### src/rtl/irq_vector_ctrl.sv
module irq_vector_ctrl #(
  parameter int VEC_W    = 12,
  parameter int VEC_STEP = 4
) (
  input  logic             clk,
  input  logic             rst_n,
  input  logic             ext_irq_n,
  input  logic             tmr_ovf,
  input  logic             conv_done,
  input  logic             phase_tick,
  input  logic             stack_full,
  input  logic             reti_strobe,
  input  logic             reg_wr,
  input  logic [7:0]       reg_wdata,
  output logic [7:0]       reg_rdata,
  output logic             irq_ack,
  output logic [VEC_W-1:0] irq_vector
);

  localparam logic [VEC_W-1:0] VEC_PIN  = VEC_W'(VEC_STEP);
  localparam logic [VEC_W-1:0] VEC_TMR  = VEC_W'(2 * VEC_STEP);
  localparam logic [VEC_W-1:0] VEC_CONV = VEC_W'(3 * VEC_STEP);

  logic [2:0] pin_q;
  logic [6:0] ctrl, ctrl_nx;
  logic [2:0] grant;

  always_ff @(posedge clk or negedge rst_n)
    if (!rst_n) pin_q <= 3'b111;
    else        pin_q <= {pin_q[1:0], ext_irq_n};

  wire       pin_fall = pin_q[2] & ~pin_q[1];
  wire [2:0] pend     = ctrl[6:4] & ctrl[3:1];
  wire       take     = phase_tick & ctrl[0] & (|pend) & ~stack_full;

  always_comb begin
    if      (pend[0]) grant = 3'b001;
    else if (pend[1]) grant = 3'b010;
    else if (pend[2]) grant = 3'b100;
    else              grant = 3'b000;
  end

  always_comb begin
    ctrl_nx = reg_wr ? reg_wdata[6:0] : ctrl;
    if (reti_strobe) ctrl_nx[0] = 1'b1;
    if (take) begin
      ctrl_nx[0]   = 1'b0;
      ctrl_nx[6:4] = ctrl_nx[6:4] & ~grant;
    end
    ctrl_nx[6:4] = ctrl_nx[6:4] | {conv_done, tmr_ovf, pin_fall};
  end

  always_ff @(posedge clk or negedge rst_n)
    if (!rst_n) begin
      ctrl       <= '0;
      irq_ack    <= 1'b0;
      irq_vector <= '0;
    end else begin
      ctrl    <= ctrl_nx;
      irq_ack <= take;
      if (take)
        irq_vector <= grant[0] ? VEC_PIN : (grant[1] ? VEC_TMR : VEC_CONV);
    end

  assign reg_rdata = {1'b0, ctrl};


  ack_gate_chk: assert property (@(posedge clk) disable iff (!rst_n)
    irq_ack |-> $past(phase_tick && !stack_full && ctrl[0]));


  ack_pulse_chk: assert property (@(posedge clk) disable iff (!rst_n)
    irq_ack |=> !irq_ack);


  ack_vector_chk: assert property (@(posedge clk) disable iff (!rst_n)
    irq_ack |-> (irq_vector == VEC_PIN || irq_vector == VEC_TMR || irq_vector == VEC_CONV));


  pin_first_chk: assert property (@(posedge clk) disable iff (!rst_n)
    (irq_ack && irq_vector != VEC_PIN) |-> !$past(pend[0]));


  ack_mask_chk: assert property (@(posedge clk) disable iff (!rst_n)
    irq_ack |-> !reg_rdata[0]);


  flag_hold_chk: assert property (@(posedge clk) disable iff (!rst_n)
    ($past(reg_rdata[5]) && !$past(reg_wr) && !irq_ack) |-> reg_rdata[5]);


  reti_enable_chk: assert property (@(posedge clk) disable iff (!rst_n)
    ($past(reti_strobe) && !irq_ack) |-> reg_rdata[0]);

endmodule

### config.mk
export PLATFORM = sky130hd
export DESIGN_NAME = irq_vector_ctrl
export DESIGN_NICKNAME = d
export VERILOG_FILES = /design/src/rtl/irq_vector_ctrl.sv
export SDC_FILE = /design/constraint.sdc
export NUM_CORES = 1
export LEC_CHECK = 0
export CAP_MARGIN = 40
export CORE_MARGIN = 3
export CORE_UTILIZATION = 38
export CTS_CLUSTER_DIAMETER = 50
export DETAILED_ROUTE_END_ITERATION = 16
export GPL_ROUTABILITY_DRIVEN = 1
export PLACE_DENSITY_LB_ADDON = 0.2
export SLEW_MARGIN = 25
export SYNTH_ARGS = -nofsm -noshare
export SYNTH_HDL_FRONTEND = slang
export SYNTH_SLANG_ARGS = --single-unit
### constraint.sdc
create_clock -name clk -period 2.33 [get_ports clk]
set_input_delay 0.3495 -clock clk [delete_from_list [all_inputs] [get_ports clk]]
set_output_delay 0.3495 -clock clk [all_outputs]
set_load 0.05 [all_outputs]
==> results.sh <==
export IMPL_rsz0062_at_grt="false"
export IMPL_area_growth_synth_to_final_pct=39.4
export IMPL_stdcell_area_sq_um=872
export IMPL_yosys_area_top_type_share_pct=40.0
export IMPL_fp_dieH_microns=46.6
export IMPL_finalSetupViolCount=0
export IMPL_ys_seq_area_share_pct=52.6
export IMPL_grt_ovfl_total=0
export IMPL_dpl_cell_area_sq_um=846
export IMPL_cts_resized=0
export IMPL_die_x_microns=46.6
export IMPL_wl_per_cell_microns=10.9
export IMPL_final_setup_tns_ns=0
export IMPL_p_sw_share_pct=37.9
export IMPL_drtAntennaViolNets=0
export IMPL_fp_dieArea_sq_um=2170
export IMPL_critPathMaxStageDelay_ns=0.82
export IMPL_min_period_ns=1.84
export IMPL_drtPass1Iterations=3
export IMPL_grt_max_degree=14
export IMPL_cap_viol_max_count=0
export IMPL_end_kind="output pin"
export IMPL_path_cells="clkdlybuf4s50_1"
export IMPL_grt_pass1_vias=390
export IMPL_n_antenna_cell=0
export IMPL_port_buffers=25
export IMPL_finClkSkew_ns=0.000339
export IMPL_synth_largest_area_cell="dfrtp_1"
export IMPL_path_max_fanout=3
export IMPL_seqPwrFrac_pct=41.2
export IMPL_ir_drop_mv=0.395
export IMPL_cts_max_level=1
export IMPL_path_buf_inv=1
export IMPL_clkSinkCount=13
export IMPL_wl_microns=1030
export IMPL_syn_inst=51
export IMPL_clockRootBuffer="clkbuf_4"
export IMPL_synth_area_top_cells="dfrtp_1, buf_4, dfstp_2, mux2_1, mux2i_1"
export IMPL_cts_tree="done"
export IMPL_grt_usage_pct=10.6
export IMPL_synthesis_area_sq_um=626
export IMPL_timing_final_hold_violations=0
export IMPL_clkPwrFrac_pct=20.3
export IMPL_core_area_sq_um=1520
export IMPL_dp_hpwl_microns=834
export IMPL_fill_cells=139
export IMPL_crit_family="buffers and inverters"
export IMPL_worstSetupPathType="flop to output pin"
export IMPL_power_density_nw_per_um2=753
export IMPL_ys_ff_latch=13
export IMPL_fin_crit_sh_pct=78.9
export IMPL_fmax_ghz=0.544
export IMPL_antenna_found_initial=0
export IMPL_start_util_pct=41.1
export IMPL_io_pins=38
export IMPL_clockBufferDepth=2
export IMPL_synth_avg_cell_area_sq_um=12.3
export IMPL_cts_hold_buffers_added=0
export IMPL_cts_setup_buffers=0
export IMPL_holdCritPathClass="flop to flop"
export IMPL_fin_nets=96
export IMPL_yosys_warnings=0
export IMPL_grt_pass1_wl_microns=1590
export IMPL_rows=14
export IMPL_postLayoutCoreUtil_pct=57.2
export IMPL_drt_initial_drc_count=2
export IMPL_power_internal_mw=0.408
export IMPL_combPwrFrac_pct=38.5
export IMPL_drc=0
export IMPL_layout_setup_ws_ns=0.492
export IMPL_yosysUniqueCellTypes=21
export IMPL_status="finished, final reports clean"
export IMPL_cts_inserted_buffers=3
export IMPL_cp_data_arrival_time_ns=1.49
export IMPL_place_gp_congestion=0.712
export IMPL_drv_slew=0
export IMPL_cp_required_ns=1.98
export IMPL_via_per_inst=4.70
export IMPL_power_switching_mw=0.249
export IMPL_worstSetupStartpointType="flop"
export IMPL_p_leak_nw=0.392
export IMPL_slew_headroom_pct=64.7
export IMPL_preCtsSetupSlack_ns=0.740
export IMPL_vias=442
export IMPL_drive_above_1_share_pct=12.8
export IMPL_clkTransAtPathRegs_ns=0.07
export IMPL_clk_latency_ns=0.27
export IMPL_cp_slowest_cell="clkdlybuf4s50_1"
export IMPL_worst_pin_slew_ns=0.528
[area by class of cell]
type	instances	area (sq um)	area share, %
flip-flops and latches	13	329	37.7
repair buffers	25	250	28.7
multi-input cells	35	243	27.8
clock buffers	4	26.3	3.01
well taps	16	20.0	2.30
inverters	1	3.75	0.430
[metal layers]
layer  vias to the layer above  global-route usage (%)  wire length [microns]
met4                         0                    6.82                     21
met1                       198                    13.0                    418
met2                        29                    15.1                    431
met3                         4                    4.30                    158
met5                         -                       0                      0
li1                        211                       -                      -
[cells in the final DEF (no fill, tap or decap)]
master and count:
a211oi_1 1, a21oi_1 2, a31oi_1 1, and4bb_1 1
clkbuf_1 1, clkbuf_4 3, clkdlybuf4s50_1 25, conb_1 11
dfrtp_1 10, dfstp_2 3, inv_1 1, mux2_1 3
mux2i_1 3, nand2_1 3, nand3b_4 1, nor2_1 2
nor2b_2 1, nor3b_2 1, o21ba_1 1, o21bai_1 2
o22a_2 1, o22ai_1 1
[Yosys cell counts]
| cell | instances |
|---|---|
| dfrtp_1 | 10 |
| and4bb_1 | 1 |
| o21ba_1 | 1 |
| dfstp_2 | 3 |
| nor3b_2 | 1 |
| o22a_2 | 1 |
| mux2i_1 | 3 |
| buf_4 | 11 |
| o21bai_1 | 2 |
| buf_2 | 1 |
| nand2_1 | 3 |
| a21oi_1 | 2 |
| conb_1 | 1 |
| o22ai_1 | 1 |
| a211oi_1 | 1 |
| nand3b_4 | 1 |
| nor2_1 | 2 |
| nor2b_2 | 1 |
| mux2_1 | 3 |
| a31oi_1 | 1 |
| inv_1 | 1 |
[flip-flops by register name (all words and copies together), names as in the netlist]
signal	cells
ctrl	7
irq_vector	2
irq_ack	1
pin_q	3
[logic make-up (layout without fill, tap and decap cells)]
group,Yosys count,count (layout),share of synthesized area (%)
compound gates,9,9,10.4
mux,6,6,10.2
buf+inv,13,30,14.6
flops,13,13,52.6
simple gates,9,9,11.6
other cells,1,11,0.599
[power groups by stage]
| stage | Clock, mW | Combinational (mW) | Sequential (mW) |
|---|---|---|---|
| 2_1_floorplan | 0 | 0.0944 | 0.361 |
| 3_3_place_gp | 0 | 0.253 | 0.275 |
| 3_5_place_dp | 0 | 0.254 | 0.275 |
| 4_1_cts | 0.138 | 0.255 | 0.271 |
| 5_1_grt | 0.149 | 0.266 | 0.275 |
| 6_report | 0.133 | 0.253 | 0.271 |
[final timing paths]
kind | depth (start not counted) | slack (ns) | start | end
worst min-delay path | 0 | 0.36 | pin_q[0]$_DFF_PN1_ | pin_q[1]$_DFF_PN1_
max in group asynchronous | 1 | 1.54 | rst_n | pin_q[2]$_DFF_PN1_
worst min register to register | 0 | 0.36 | pin_q[0]$_DFF_PN1_ | pin_q[1]$_DFF_PN1_
min in group asynchronous | 1 | 0.42 | rst_n | ctrl[2]$_DFFE_PN0P_
worst max register to register | 3 | 1.31 | ctrl[4]$_DFF_PN0_ | irq_vector[2]$_DFFE_PN0N_
worst max-delay path | 1 | 0.49 | ctrl[0]$_DFFE_PN0P_ | reg_rdata[0]
[through the flow]
stage               total power, mW  hold slack, ns  instances
floorplan                     0.456          0.0539         61
global placement              0.528           0.348         90
detailed placement            0.529           0.348         90
CTS                           0.664           0.360         94
global route                  0.690           0.367         94
finish                        0.657           0.358         94
Note: power is estimated with default switching activity, not from simulation.
